[config.mk]
export PLATFORM = sky130hd
export DESIGN_NAME = burst_adc_rx
export DESIGN_NICKNAME = d
export VERILOG_FILES = /design/src/rtl/burst_rx_pkg.sv /design/src/rtl/rx_sync.sv /design/src/rtl/rx_deser.sv /design/src/rtl/rx_fifo.sv /design/src/rtl/rx_timeout.sv /design/src/rtl/burst_adc_rx.sv
export SDC_FILE = /design/constraint.sdc
export NUM_CORES = 1
export LEC_CHECK = 0
export ABC_AREA = 0
export BUFFER_PORTS_ARGS = -buffer_cell sky130_fd_sc_hd__buf_2
export CORE_UTILIZATION = 59
export DETAILED_ROUTE_END_ITERATION = 16
export GPL_TIMING_DRIVEN = 0
export PLACE_DENSITY = 0.8
export SYNTH_ARGS = -nofsm -noshare
export SYNTH_HDL_FRONTEND = slang
export SYNTH_HIERARCHICAL = 1
export SYNTH_SLANG_ARGS = --single-unit
[constraint.sdc]
create_clock -name clk -period 5.7 [get_ports clk]
set_input_delay 1.14 -clock clk [delete_from_list [all_inputs] [get_ports clk]]
set_output_delay 1.14 -clock clk [all_outputs]
set_load 0.1 [all_outputs]
[src/rtl/burst_rx_pkg.sv]
package burst_rx_pkg;
  // One-cycle error events raised by the deserialiser and the FIFO.
  typedef struct packed {
    logic cut_short;
    logic too_long;
    logic dropped;
  } rx_evt_t;

  localparam int unsigned SYNC_STAGES = 2;
endpackage

[src/rtl/rx_sync.sv]
module rx_sync #(
  parameter int unsigned W = 3
) (
  input  logic         clk,
  input  logic         rst_n,
  input  logic [W-1:0] d,
  output logic [W-1:0] q
);
  logic [W-1:0] meta;

  always_ff @(posedge clk or negedge rst_n) begin
    if (!rst_n) begin
      meta <= '0;
      q    <= '0;
    end else begin
      meta <= d;
      q    <= meta;
    end
  end
endmodule

[src/rtl/rx_deser.sv]
module rx_deser #(
  parameter int unsigned WORD_W = 16,
  parameter int unsigned NUM_CH = 6,
  localparam int unsigned CH_W   = (NUM_CH > 1) ? $clog2(NUM_CH) : 1,
  localparam int unsigned TOTAL  = WORD_W * NUM_CH,
  localparam int unsigned CNT_W  = $clog2(TOTAL + 1),
  localparam int unsigned POS_W  = (WORD_W > 1) ? $clog2(WORD_W) : 1
) (
  input  logic              clk,
  input  logic              rst_n,
  input  logic              frame_rise,
  input  logic              bit_rise,
  input  logic              bit_val,
  output logic              word_valid,
  output logic [WORD_W-1:0] word_data,
  output logic [CH_W-1:0]   word_chan,
  output logic              short_evt,
  output logic              long_evt
);
  logic              armed;
  logic [CNT_W-1:0]  bit_cnt;
  logic [POS_W-1:0]  pos;
  logic [CH_W-1:0]   chan;
  logic [WORD_W-1:0] shreg;
  logic [WORD_W-1:0] next_word;

  assign next_word = {shreg[WORD_W-2:0], bit_val};

  always_ff @(posedge clk or negedge rst_n) begin
    if (!rst_n) begin
      armed      <= 1'b0;
      bit_cnt    <= '0;
      pos        <= '0;
      chan       <= '0;
      shreg      <= '0;
      word_valid <= 1'b0;
      word_data  <= '0;
      word_chan  <= '0;
      short_evt  <= 1'b0;
      long_evt   <= 1'b0;
    end else begin
      word_valid <= 1'b0;
      short_evt  <= 1'b0;
      long_evt   <= 1'b0;
      if (frame_rise) begin
        if (armed && bit_cnt != '0 && bit_cnt != CNT_W'(TOTAL))
          short_evt <= 1'b1;
        armed   <= 1'b1;
        bit_cnt <= '0;
        pos     <= '0;
        chan    <= '0;
      end else if (bit_rise && armed) begin
        if (bit_cnt == CNT_W'(TOTAL)) begin
          long_evt <= 1'b1;
        end else begin
          bit_cnt <= bit_cnt + 1'b1;
          shreg   <= next_word;
          if (pos == POS_W'(WORD_W - 1)) begin
            pos        <= '0;
            word_valid <= 1'b1;
            word_data  <= next_word;
            word_chan  <= chan;
            chan       <= chan + 1'b1;
          end else begin
            pos <= pos + 1'b1;
          end
        end
      end
    end
  end
endmodule

[src/rtl/rx_fifo.sv]
module rx_fifo #(
  parameter int unsigned DW    = 19,
  parameter int unsigned DEPTH = 4,
  localparam int unsigned PTR_W = (DEPTH > 1) ? $clog2(DEPTH) : 1,
  localparam int unsigned CNT_W = $clog2(DEPTH + 1)
) (
  input  logic          clk,
  input  logic          rst_n,
  input  logic          push,
  input  logic [DW-1:0] push_data,
  output logic          drop_evt,
  output logic          pop_valid,
  input  logic          pop_ready,
  output logic [DW-1:0] pop_data
);
  logic [DW-1:0]    mem [DEPTH];
  logic [PTR_W-1:0] wr_ptr, rd_ptr;
  logic [CNT_W-1:0] count;
  logic             full, do_push, do_pop;

  assign full      = (count == CNT_W'(DEPTH));
  assign pop_valid = (count != '0);
  assign pop_data  = mem[rd_ptr];
  assign do_push   = push && !full;
  assign do_pop    = pop_valid && pop_ready;

  function automatic logic [PTR_W-1:0] bump(input logic [PTR_W-1:0] p);
    return (p == PTR_W'(DEPTH - 1)) ? '0 : p + 1'b1;
  endfunction

  always_ff @(posedge clk) begin
    if (do_push) mem[wr_ptr] <= push_data;
  end

  always_ff @(posedge clk or negedge rst_n) begin
    if (!rst_n) begin
      wr_ptr   <= '0;
      rd_ptr   <= '0;
      count    <= '0;
      drop_evt <= 1'b0;
    end else begin
      drop_evt <= push && full;
      if (do_push) wr_ptr <= bump(wr_ptr);
      if (do_pop)  rd_ptr <= bump(rd_ptr);
      case ({do_push, do_pop})
        2'b10:   count <= count + 1'b1;
        2'b01:   count <= count - 1'b1;
        default: count <= count;
      endcase
    end
  end
endmodule

[src/rtl/rx_timeout.sv]
module rx_timeout #(
  parameter int unsigned BITP_W     = 12,
  parameter int unsigned TO_PERIODS = 32,
  localparam int unsigned PER_W     = $clog2(TO_PERIODS + 2)
) (
  input  logic              clk,
  input  logic              rst_n,
  input  logic              restart,
  input  logic [BITP_W-1:0] period,
  input  logic              pending,
  output logic              irq
);
  logic [BITP_W-1:0] sub;
  logic [PER_W-1:0]  periods;
  logic              expired;

  assign expired = (periods > PER_W'(TO_PERIODS));
  assign irq     = pending && expired;

  always_ff @(posedge clk or negedge rst_n) begin
    if (!rst_n) begin
      sub     <= '0;
      periods <= '0;
    end else if (restart) begin
      sub     <= '0;
      periods <= '0;
    end else if (sub + 1'b1 >= period) begin
      sub <= '0;
      if (!expired) periods <= periods + 1'b1;
    end else begin
      sub <= sub + 1'b1;
    end
  end
endmodule

[src/rtl/burst_adc_rx.sv]
module burst_adc_rx
  import burst_rx_pkg::*;
#(
  parameter int unsigned WORD_W     = 16,
  parameter int unsigned NUM_CH     = 6,
  parameter int unsigned FIFO_DEPTH = 4,
  parameter int unsigned BITP_W     = 12,
  parameter int unsigned TO_PERIODS = 32,
  localparam int unsigned CH_W      = (NUM_CH > 1) ? $clog2(NUM_CH) : 1
) (
  input  logic              clk,
  input  logic              rst_n,
  input  logic              sclk_i,
  input  logic              sdata_i,
  input  logic              fstart_i,
  input  logic [BITP_W-1:0] bit_period_i,
  input  logic              clr_i,
  output logic              out_valid,
  input  logic              out_ready,
  output logic [WORD_W-1:0] out_data,
  output logic [CH_W-1:0]   out_chan,
  output logic              irq_timeout,
  output logic              err_short,
  output logic              err_long,
  output logic              err_ovr
);
  logic [2:0]        synced;
  logic              sclk_s, sdata_s, fs_s, sclk_d, fs_d;
  logic              sclk_rise, fs_rise;
  logic              w_valid;
  logic [WORD_W-1:0] w_data;
  logic [CH_W-1:0]   w_chan;
  rx_evt_t           evt;

  rx_sync #(.W(3)) u_sync (
    .clk(clk), .rst_n(rst_n),
    .d({fstart_i, sdata_i, sclk_i}), .q(synced)
  );
  assign {fs_s, sdata_s, sclk_s} = synced;

  always_ff @(posedge clk or negedge rst_n) begin
    if (!rst_n) begin
      sclk_d <= 1'b0;
      fs_d   <= 1'b0;
    end else begin
      sclk_d <= sclk_s;
      fs_d   <= fs_s;
    end
  end
  assign sclk_rise = sclk_s && !sclk_d;
  assign fs_rise   = fs_s && !fs_d;

  rx_deser #(.WORD_W(WORD_W), .NUM_CH(NUM_CH)) u_deser (
    .clk(clk), .rst_n(rst_n),
    .frame_rise(fs_rise), .bit_rise(sclk_rise), .bit_val(sdata_s),
    .word_valid(w_valid), .word_data(w_data), .word_chan(w_chan),
    .short_evt(evt.cut_short), .long_evt(evt.too_long)
  );

  rx_fifo #(.DW(WORD_W + CH_W), .DEPTH(FIFO_DEPTH)) u_fifo (
    .clk(clk), .rst_n(rst_n),
    .push(w_valid), .push_data({w_chan, w_data}), .drop_evt(evt.dropped),
    .pop_valid(out_valid), .pop_ready(out_ready), .pop_data({out_chan, out_data})
  );

  rx_timeout #(.BITP_W(BITP_W), .TO_PERIODS(TO_PERIODS)) u_to (
    .clk(clk), .rst_n(rst_n), .restart(sclk_rise),
    .period(bit_period_i), .pending(out_valid), .irq(irq_timeout)
  );

  // Sticky flags: a new event wins over a clear in the same cycle.
  always_ff @(posedge clk or negedge rst_n) begin
    if (!rst_n) begin
      err_short <= 1'b0;
      err_long  <= 1'b0;
      err_ovr   <= 1'b0;
    end else begin
      err_short <= evt.cut_short || (err_short && !clr_i);
      err_long  <= evt.too_long  || (err_long  && !clr_i);
      err_ovr   <= evt.dropped   || (err_ovr   && !clr_i);
    end
  end
endmodule

## After elaboration in Yosys (flattened, before gate mapping)

Memory sizes are Yosys's and may differ from the RTL's.
Cells that the tools add are included.
Widths: inputs -> output; s select.

| storage, ports and cells | value |
|---|---|
| register bits | 89 |
| memory bits (writable) | 76 |
| input port bits | 19 |
| word-level logic and storage cells | 107 |
| memories | 1 |

Memories:

| memory | words | bits a word | read ports | clocked after Yosys merged registers in | wr ports | RTL line | RTL |
|---|---|---|---|---|---|---|---|
| u_fifo.mem | 4 | 19 | 1 | 0 | 1 | rx_fifo.sv:16 | `logic [DW-1:0] mem [DEPTH];` |

| cells by class | value |
|---|---|
| $add $sub $neg | 9 |
| order comparisons | 2 |
| equal/unequal tests | 10 |
| multiplexer cells | 30 |
| bitwise gates (word level) | 2 |
| reduce and logical (&&, ||, !) cells | 30 |

Operators with widths:

| kind | number |
|---|---|
| $mux 12 | 2 |
| $mux 7 | 3 |
| $mux 6 | 3 |
| $mux 4 | 4 |
| $add 12x1->12 const B | 1 |
| $ge 12x12->1 | 1 |
| $logic_and 1x1->1 | 12 |
| $mux 3 | 4 |
| $mux 1 | 11 |
| $reduce_bool 2->1 | 4 |
| $add 7x1->7 const B | 1 |
| $eq 7x7->1 const B | 1 |
| $ne 7x7->1 const B | 1 |
| $reduce_bool 7->1 | 1 |
| $add 3x1->3 const B | 2 |
| $add 6x1->6 const B | 1 |
| $eq 2x2->1 const B | 3 |
| $gt 6x6->1 const B | 1 |
| $pmux 3 s2 | 1 |
| $reduce_and 3->1 | 2 |
| $add 2x1->2 const B | 2 |
| $add 4x1->4 const B | 1 |
| $eq 4x4->1 const B | 1 |
| $logic_not 1->1 | 4 |
| other kinds (10) | 16 |

## Depth between registers and ports, before layout

Gate-level depths: netlist (run 1).

| logic depth | value |
|---|---|
| depth in word-level cells | 5 |
| gate-level depth with buffers | 11 |

## Cells and area by module

Netlist (run 1), hierarchy kept.

Modules (own cells, without submodules):

| module | times used | cells each | area each (µm²) | seq. area each (µm²) |
|---|---|---|---|---|
| rx_fifo | 1 | 141 | 3,231.8 | 2,482.4 |
| rx_deser | 1 | 162 | 2,249.7 | 1,301.2 |
| rx_timeout | 1 | 139 | 1,337.5 | 450.4 |
| burst_adc_rx | 1 | 11 | 163.9 | 125.1 |
| rx_sync | 1 | 6 | 150.1 | 150.1 |

## Worst setup path before layout (run 1)

OpenSTA, ideal clock, no wires.

| path | value |
|---|---|
| path type | reg2out |
| start point | reg u_fifo.count[2] |
| end point | out irq_timeout |
| data arrival time | 2.072 ns |
| required time | 4.560 ns |
| setup slack | 2.488 ns |
| stages on the path, launching flop included | 4 |
| path through | dfrtp_1 -> or3_4 -> inv_1 -> nor2_1 |

| on the way | value |
|---|---|
| longest elaborated chain between the ends | 2 |

Ends and longest elaborated chain:

| item | RTL line | RTL |
|---|---|---|
| start: declaration | rx_fifo.sv:18 | `logic [CNT_W-1:0] count;` |
| start signal: assignment | rx_fifo.sv:46 | `2'b10: count <= count + 1'b1;` |
| start signal: assignment | rx_fifo.sv:47 | `2'b01: count <= count - 1'b1;` |
| start signal: assignment | rx_fifo.sv:48 | `default: count <= count;` |
| $reduce_bool 3->1 | rx_fifo.sv:22 | `assign pop_valid = (count != '0);` |
| via out_valid | burst_adc_rx.sv:18 | `output logic out_valid,` |
| $logic_and 1x1->1 | rx_timeout.sv:18 | `assign irq = pending && expired;` |
| end: declaration | burst_adc_rx.sv:22 | `output logic irq_timeout,` |

The timed path passes the listed nets, and every way through them passes these cells.

## Final worst setup path (run 1)

| path | value |
|---|---|
| start point | reg u_fifo.rd_ptr[1] |
| end point | out out_data[5] |

| on the way | value |
|---|---|
| longest elaborated chain between the ends | 1 |

Ends and longest elaborated chain:

| item | RTL line | RTL |
|---|---|---|
| start: declaration | rx_fifo.sv:17 | `logic [PTR_W-1:0] wr_ptr, rd_ptr;` |
| start signal: assignment | rx_fifo.sv:44 | `if (do_pop) rd_ptr <= bump(rd_ptr);` |
| $mem_v2 4x19 | -- |  |
| end: declaration | burst_adc_rx.sv:20 | `output logic [WORD_W-1:0] out_data,` |

Every way passes these cells.

==> impl_results.md, run 1 <==
- Maximum fanout along the worst path: 10
- Routed wire per std cell: 17.2 um
- Req. time, crit path: 4.56 ns
- Routed vias: ~3.8k
- Failing checks: design-rule violations
- Pin count of the biggest net entering global routing: 70
- Post-route DRC: 2
- Clock skew: 0.00995 ns
- Max-cap violation count: 0
- Sw Share: 0.328
- Pwr Total: 3.43 mW
- Leading area contributor after synthesis: edfxtp_1
- Crit end category: primary output
- Worst r2r src: u_to/sub[2]
- Core Region: 0.0116 mm2
- Sequential fraction of the synthesis area: 0.632
- Final setup vio count: 0
- Htree depth: 4
- Power per cell area: 421 mW/mm2
- CTS buffer count: 17
- Fmax: 319 MHz
- Top-area cell type share of the netlist area: 0.320
- CTS resizes: 0
- Worst vdd ir: 0.000183 V
- Post-CTS Setup Bufs: 0
- Yosys cell types: 57
- Crit path largest cell delay: between 0.4 and 0.5 ns
- Slew headroom: 0.335
- Final min period: 3.13 ns
- DRT Wirelength: 11600 um
- Initial DRC count: about 190
- Grt ovf: 0
- Share of layout cells above drive strength 1: 0.290
- Asr flop ratio synth: 0.539
- Max Buffers Root-to-Sink: 2
- Final hold vios: 0
- Initial Util: 0.614
- Worst hold path type: reg2reg
- Clk_lat worst skew: 0.42 ns
- Post-synthesis net count: 504
- RSZ-0062 raised after global routing: no
- # nets final: 566
- Most used flip-flop cell after synthesis: dfrtp_1
- Gate Count Post-Synth: 459
- YS warnings: 6
- CTS clock-pin slew for the worst setup and hold paths: around 0.060 ns
- Top Family by Delay on Critical Path: buffers and inverters
- Pleak: 3.51 nW
- First-pass DRT Iterations: 10
- Synth Register Bits: 165
- Number of synthesized flops with an enable pin: 76
- Part of the power in combinational logic: 0.254
- Crit. Startpoint: u_fifo/rd_ptr[1]
- Mean Syn Cell Area: 15.5 um2
- Slew @ Worst Pin: between 0.9 and 1 ns
- Critical path, cell by cell: clkbuf_1 > mux4_2 > buf_2
- Critical Path Source Type: register
- Internal: 2.31 mW
- Root Buffer: clkbuf_16
- Site row count: 39
- Via density: 5.68
- Sinks on Clock Net: 165
- Critical path type: reg2out
- Most frequent cells in the layout: 89 x dfrtp_1, 76 x edfxtp_1, 43 x buf_2
- Status: complete, but fails checks
- First-pass GRT wire length: a little under 20000 um
- Mapped cell area: 0.00713 mm2
- GPL Wtd Cong: slightly below 0.8
- Psw: 1.12 mW
- DP Wirelength: 7660 um
- Synth area leaders: edfxtp_1 32%, dfrtp_1 31%, mux4_2 6.0%, mux2_4 4.4%, ha_1 4.4%
- Clock network fraction of design power: 0.330
- GRT Util Overall: 0.205
- Number of global-route vias before repair: 3970
- Die ar.: 0.0125 mm2
- Ports: 43
- Diode count: 0
- CTS tree: done
- Number of I/O port buffers: 42
- Layout area overhead: 14.1%
- Crit path DAT: just under 2 ns
- Commonest non-fill, non-tap cell in the layout: dfrtp_1
- Die W: 112 um
- Die H: 112 um
- Max Slew Vio Count: 0
- Hold_buf cts: 0
- DRT antenna net count: 0
- CP max stage cell: clkbuf_1
- Worst Min Path Start: u_sync/meta[2]
- Register share of total power: 0.416
- CP Buf/Inv Count: 2
- Final worst path period share: 0.550
- Setup Total Neg Slack: 0 ns
- Initial antenna violation count: 0
==> layout make-up <==
| type | count | area (um2) |
|---|---|---|
| multi-input combinational | 251 | 2410 |
| sequential | 165 | 4510 |
| inverter | 30 | 113 |
| clock buffer | 20 | 437 |
| timing repair buffer | 43 | 240 |
| fill | 757 | 3470 |
| tap | 143 | 179 |
| clock inverter | 12 | 153 |
| buffer | 13 | 104 |
==> power groups by stage <==
stage	combinational, mW	clock (mW)	sequential [mW]
after floorplan	0.722	0	1.43
after global placement	0.848	0	1.44
after detailed placement	0.878	0	1.45
after CTS	0.880	1.15	1.43
after global routing	0.937	1.20	1.44
final	0.873	1.13	1.43
==> path summary, 6_finish.rpt <==
kind | end | slack, ns | cells past startpoint
setup / recovery | out_data[5] | 2.57 | 3
hold / removal | u_sync/q[2] | 0.35 | 0
setup reg to reg | u_to/periods[0] | 2.77 | 11
hold reg to reg | u_sync/q[2] | 0.35 | 0
max in group asynchronous | u_deser/shreg[2] | 4.47 | 2
min in group asynchronous | u_to/sub[5] | 0.61 | 1
==> per-stage QoR <==
step,hold slack (ns),area (um2),instances,setup slack [ns],util
2_1_floorplan,0.331,7130,459,2.49,-
4_1_cts,0.349,8140,677,2.51,0.701
3_5_place_dp,0.335,7550,645,2.79,0.650
5_1_grt,0.358,8140,677,2.44,0.701
3_3_place_gp,0.334,7520,644,2.75,0.648
6_report,0.347,8140,677,2.57,0.701
==> cells in the mapped netlist (2+ instances only) <==
cell      instances
clkbuf_1          2
o21ai_0           7
buf_6             7
mux2i_1           4
and3_1            3
dfrtp_1          89
nor2_1           21
o211ai_1          4
buf_2             2
ha_1             25
mux2_2           17
xor2_1            6
nand3_1          13
buf_1             2
a211oi_1          2
or3_1             6
a21oi_1          10
nand2b_1          4
nand2_1          11
a211o_1           3
xnor2_1          10
mux4_2           19
inv_1            30
nor2b_1           3
and2_1           16
or2_2             2
nand4_1           6
nand3b_1          4
mux2_4           21
edfxtp_1         76
a21o_1            4
nor3_1            3
and4_4            2
a31o_2            2
==> metal layers <==
metal,part of all wire,track usage,routed length [um],up-vias
li1,-,-,-,1805
met1,0.45,0.270,5200,1951
met2,0.51,0.340,5930,79
met3,0.030,0.0441,350,13
met4,0.012,0.0738,139,0
met5,0,0,0,-
==> registers in the layout, summed over array words and instances, names as in the netlist, 2 cells and up <==
signal and flops:
u_fifo/rd_ptr 2, u_to/periods 6, u_deser/shreg 15, u_sync/meta 3
u_deser/bit_cnt 7, u_sync/q 3, u_fifo/count 3, u_deser/chan 3
u_deser/pos 4, u_fifo/mem 76, u_fifo/wr_ptr 2, u_to/sub 12
u_deser/word_data 16, u_deser/word_chan 3
==> kinds of logic after synthesis <==
group           share of synthesized area
flops                               0.632
simple gates                       0.0900
mux                                 0.137
buf+inv                            0.0303
compound gates                     0.0423
fa+ha+maj                          0.0467
xor+xnor                           0.0219
No activity file was read; power rests on OpenSTA's default activity.
==> run 2: changes to the inputs <==
--- a/config.mk
+++ b/config.mk
@@ -7,10 +7,10 @@
 export LEC_CHECK = 0
 export ABC_AREA = 0
 export BUFFER_PORTS_ARGS = -buffer_cell sky130_fd_sc_hd__buf_2
-export CORE_UTILIZATION = 59
+export CORE_UTILIZATION = 55
 export DETAILED_ROUTE_END_ITERATION = 16
 export GPL_TIMING_DRIVEN = 0
-export PLACE_DENSITY = 0.8
+export PLACE_DENSITY = 0.78
 export SYNTH_ARGS = -nofsm -noshare
 export SYNTH_HDL_FRONTEND = slang
 export SYNTH_HIERARCHICAL = 1
==> constraint.sdc (replaced) <==
create_clock -name clk -period 2.7 [get_ports clk]
set_input_delay 0.54 -clock clk [delete_from_list [all_inputs] [get_ports clk]]
set_output_delay 0.54 -clock clk [all_outputs]
set_load 0.1 [all_outputs]
==> impl_results.md, run 2 (same netlist as run 1, synthesis figures left out) <==
- Status: finished clean
- First-pass DRT Iterations: 4
- Top Registers: u_fifo/mem (76), u_deser/word_data (16), u_deser/shreg (15)
- Final setup vio count: 0
- Pin count of the biggest net entering global routing: 47
- Min Hold Slack: 0.128 ns
- Root Buffer: clkbuf_16
- Max-cap violation count: 0
- Crit path DAT: about 3.0 ns
- Psw: around 2.4 mW
- DP Wirelength: 7880 um
- # nets final: 576
- RSZ-0062 raised after global routing: yes
- Share of layout cells above drive strength 1: 0.316
- Number of global-route vias before repair: ~4.1k
- Fmax: 370 MHz
- Final min period: 2.70 ns
- Hold_buf cts: 0
- CTS clock-pin slew for the worst setup and hold paths: 0.06 ns
- Clock skew: 0.00984 ns
- Sw Share: 0.327
- Sinks on Clock Net: 165
- Multi-input gate area: 0.00243 mm2
- Clk_lat worst skew: around 0.4 ns
- Worst hold path type: in2async
- Internal: 4.88 mW
- Routed vias: 3927
- Final hold vios: 0
- Via density: 5.48
- Critical path type: reg2reg
- Register share of total power: 0.415
- Crit end category: register
- Layout Utilization: 0.655
- Worst slack, placed: -0.179 ns
- Grt ovf: 0
- Layout area overhead: 15.9%
- Register area: ~0.0045 mm2
- Routed wire per std cell: 17.4 um
- CTS buffer count: 17
- Number of I/O port buffers: 42
- # fillers: 912
- Core Region: 0.0126 mm2
- Biggest register: u_fifo/mem
- Final worst slack: roughly 0.00058 ns
- Req. time, crit path: 2.98 ns
- DRT Wirelength: 12500 um
- Final worst path period share: 1.00
- R2R setup slack: 0.0006 ns
- Post-DP Area: 0.00759 mm2
- Clock network fraction of design power: 0.324
- GRT Util Overall: 0.207
- Ports: 43
- Maximum fanout along the worst path: 6
- Initial antenna violation count: 0
- Pleak: 3.57 nW
- CTS tree: done
- DRT antenna net count: 0
- Htree depth: 4
- Max Slew Vio Count: 0
- Slew headroom: 0.256
- Power per cell area: roughly 900 mW/mm2
- Most frequent cells in the layout: 88 x dfrtp_1, 76 x edfxtp_1, 43 x buf_2
- Die W: 116 um
- First-pass GRT wire length: 20500 um
- Max Buffers Root-to-Sink: 2
- Initial Util: 0.565
- Initial DRC count: 271
- Part of the power in combinational logic: 0.262
- Die ar.: 0.0134 mm2
- Post-route design area: 0.00827 mm2
- Worst vdd ir: around 0.0004 V
- Commonest non-fill, non-tap cell in the layout: dfrtp_1
- Largest register FFs: 76
- GPL Wtd Cong: 0.840
- Diode count: 0
- Slew @ Worst Pin: 1.12 ns
- Site row count: a little over 40
- Post-route DRC: 0
- Die H: approximately 120 um
- Setup Total Neg Slack: 0 ns
- Critical Path Source Type: register
run 2: layout make-up:
type,instances,share of cell area
sequential,165,0.546
multi-input combinational,251,0.294
clock buffer,20,0.0528
timing repair buffer,53,0.0386
tap,172,0.0260
clock inverter,12,0.0168
inverter,30,0.0136
buffer,13,0.0126
run 2: worst max-delay path, cell delays in order (launching register included):
cell and delay, ns:
dfrtp_1 0.35, and4_4 0.23, and4_4 0.25, and3_4 0.20, xor2_2 0.15, ha_1 0.28, and4_4 0.17, nor4b_4 0.13
and2_4 0.17, nor3_4 0.34, buf_6 0.18, o211ai_1 0.10
run 2: layer usage:
layer | track usage | wire length (um) | vias to the layer above
met1 | 0.249 | 5260 | 2018
met5 | 0 | 0 | -
met3 | 0.0460 | 335 | 8
li1 | - | - | 1829
met2 | 0.367 | 6780 | 72
met4 | 0.0709 | 94 | 0
run 2: power groups by stage:
| stage | Clock, mW | Combinational, mW | Sequential [mW] |
|---|---|---|---|
| global placement | 0 | 1.81 | 3.04 |
| detailed placement | 0 | 1.87 | 3.06 |
| finish | 2.35 | 1.90 | 3.01 |
| CTS | 2.39 | 1.91 | 3.01 |
| floorplan | 0 | 1.52 | 3.02 |
| global route | 2.49 | 2.03 | 3.04 |
run 2: per-stage QoR:
step	std cells	power (mW)
2_1_floorplan	459	4.55
3_3_place_gp	673	4.85
3_5_place_dp	674	4.92
4_1_cts	714	7.31
5_1_grt	716	7.55
6_report	716	7.25
run 2: worst paths after layout:
path / startpoint / to / cells after the start
setup / recovery: u_to/sub[3] / u_to/periods[0] / 11
max in group asynchronous: rst_n / u_fifo/count[1] / 2
setup reg to reg: u_to/sub[3] / u_to/periods[0] / 11
hold / removal: rst_n / u_to/sub[5] / 1
min in group clk: sclk_i / u_sync/meta[0] / 1
hold reg to reg: u_sync/meta[0] / u_sync/q[0] / 0
run 2: timing repair:
action                                  4_1_cts  5_1_grt
cloned                                        1        0
endpoints found under the hold margin         0        0
endpoints found under the setup margin       16       27
pin swaps                                     8        3
gates resized for setup                       2        7
buffers inserted                              7        2
==> run 3: changes to the inputs <==
--- a/config.mk
+++ b/config.mk
@@ -7,10 +7,11 @@
 export LEC_CHECK = 0
 export ABC_AREA = 0
 export BUFFER_PORTS_ARGS = -buffer_cell sky130_fd_sc_hd__buf_2
-export CORE_UTILIZATION = 55
+export CORE_UTILIZATION = 57
+export CTS_BUF_LIST = sky130_fd_sc_hd__clkbuf_8
 export DETAILED_ROUTE_END_ITERATION = 16
 export GPL_TIMING_DRIVEN = 0
-export PLACE_DENSITY = 0.78
+export PLACE_DENSITY = 0.8
 export SYNTH_ARGS = -nofsm -noshare
 export SYNTH_HDL_FRONTEND = slang
 export SYNTH_HIERARCHICAL = 1
==> constraint.sdc (replaced) <==
create_clock -name clk -period 2.7 [get_ports clk]
set_input_delay 0.54 -clock clk [delete_from_list [all_inputs] [get_ports clk]]
set_output_delay 0.54 -clock clk [all_outputs]
set_load 0.005 [all_outputs]
==> impl_results.md, run 3 (same netlist as run 1, synthesis figures left out) <==
- Power per cell area: 733 mW/mm2
- Final hold vios: 0
- Slew @ Worst Pin: 1.08 ns
- Die W: 114 um
- Slew headroom: 0.283
- Req. time, crit path: around 3.0 ns
- R2R setup slack: 0.04 ns
- Reg2reg path depth: 11
- Crit end category: register
- Number of I/O port buffers: between 40 and 50
- Biggest register: u_fifo/mem
- CP max stage cell: dfrtp_1
- Via density: 5.47
- Pin count of the biggest net entering global routing: 49
- Critical path type: reg2reg
- Routed vias: 3894
- Sinks on Clock Net: 165
- Grt ovf: 0
- CTS clock-pin slew for the worst setup and hold paths: 0.09 ns
- Die ar.: roughly 0.013 mm2
- Routed wire per std cell: 16.6 um
- DRT Wirelength: 11800 um
- # nets final: 576
- Layout area overhead: 13.4%
- Min Hold Slack: 0.0835 ns
- Fmax: ~380 MHz
- CTS tree: done
- Site row count: 40
- Number of global-route vias before repair: 4013
- Initial antenna violation count: 0
- Max Buffers Root-to-Sink: 2
- Root Buffer: clkbuf_8
- CTS buffer count: 17
- Top Family by Delay on Critical Path: simple AND/OR/NAND/NOR gates
- Htree depth: 4
- RSZ-0062 raised after global routing: yes
- DRT antenna net count: 0
- GPL Wtd Cong: between 0.8 and 0.9
- Clock skew: ~0.012 ns
- Pwr Total: 5.92 mW
- Final setup vio count: 0
- Commonest non-fill, non-tap cell in the layout: dfrtp_1
- GRT Util Overall: 0.199
- Crit path DAT: 2.97 ns
- Maximum fanout along the worst path: 6
- Status: finished clean
- Worst r2r src: u_to/sub[5]
- Pleak: 3.49 nW
- Multi-input gate area: 0.00244 mm2
- Top Registers: u_fifo/mem (76), u_deser/word_data (16), u_deser/shreg (15)
- RR Endpoint: u_to/periods[1]
- First-pass GRT wire length: 19600 um
- Critical path, cell by cell: and4_4 > and4_4 > and3_4 > xor2_2 > ha_1 > and4_4 > nor4b_4 > and2_4 > nor3_4 > buf_6 > o211ai_1
- Critical Path Source Type: register
- Final worst path period share: 0.986
- CP Buf/Inv Count: 1
- Worst hold path type: in2async
- # fillers: 880
- Max Slew Vio Count: 0
- Share of layout cells above drive strength 1: 0.324
- Most frequent cells in the layout: 88 x dfrtp_1, 76 x edfxtp_1, 43 x buf_2
- Initial Util: 0.589
- Die H: 114 um
- Diode count: 0
- Post-route DRC: 0
- First-pass DRT Iterations: 4
- Worst path most repeated cell: and4_4
- Worst vdd ir: 0.000283 V
- Final min period: approximately 2.7 ns
- Max-cap violation count: 0
- Crit path largest cell delay: approximately 0.37 ns
- DP Wirelength: slightly below 8000 um
- Largest register FFs: 76
- Initial DRC count: 227
- Ports: 43
- Clk_lat worst skew: 0.44 ns
- Core Region: about 0.012 mm2
- Register area: 0.00451 mm2
-- run 3: worst max-delay path by stage --
stage / to / from / cells after the start
floorplan: u_to/periods[0] / u_to/sub[2] / 11
global placement: u_to/periods[1] / u_to/sub[2] / 11
detailed placement: u_to/periods[0] / u_to/sub[2] / 11
CTS: u_to/periods[1] / u_to/sub[4] / 10
global route: u_to/periods[1] / u_to/sub[3] / 11
finish: u_to/periods[1] / u_to/sub[5] / 11
-- run 3: final cells by class --
type                    count  share of cell area
flip-flops and latches    165               0.558
multi-input cells         251               0.302
repair buffers             53              0.0394
clock buffers              17              0.0289
well taps                 168              0.0260
clock inverters            15              0.0189
inverters                  30              0.0139
plain buffers              13              0.0128
-- run 3: stage by stage --
| step | instance area [um2] | setup slack [ns] | util | setup TNS [ns] | instances |
|---|---|---|---|---|---|
| 6_report | 8090 | 0.0390 | 0.668 | 0 | 712 |
| 5_1_grt | 8090 | -0.0654 | 0.668 | -0.575 | 712 |
| 4_1_cts | 8030 | 0.00205 | 0.663 | 0 | 710 |
| 3_5_place_dp | 7580 | -0.142 | 0.626 | -1.06 | 670 |
| 3_3_place_gp | 7550 | -0.111 | 0.624 | -0.819 | 669 |
| 2_1_floorplan | 7130 | 0.149 | - | 0 | 459 |
-- run 3: what timing repair did --
action | in CTS | in global routing
pin swaps | 4 | 9
buffers inserted | 7 | 2
cloned | 1 | 0
hold buffers | 0 | 0
endpoints found under the setup margin | 12 | 17
resized for setup | 1 | 9
-- run 3: power by group --
group	internal, mW	total [mW]	leakage, nW	switching (mW)
combinational	0.632	1.21	1.47	0.579
sequential	2.80	2.99	1.82	0.193
clock	0.827	1.72	0.198	0.892
total	4.26	5.92	3.49	1.66
-- run 3: layer usage --
metal | wire (um) | GRT usage | part of all wire
met5 | 0 | 0 | 0
met4 | 160 | 0.0788 | 0.014
met3 | 340 | 0.0414 | 0.029
met2 | 6080 | 0.344 | 0.52
met1 | 5210 | 0.246 | 0.44
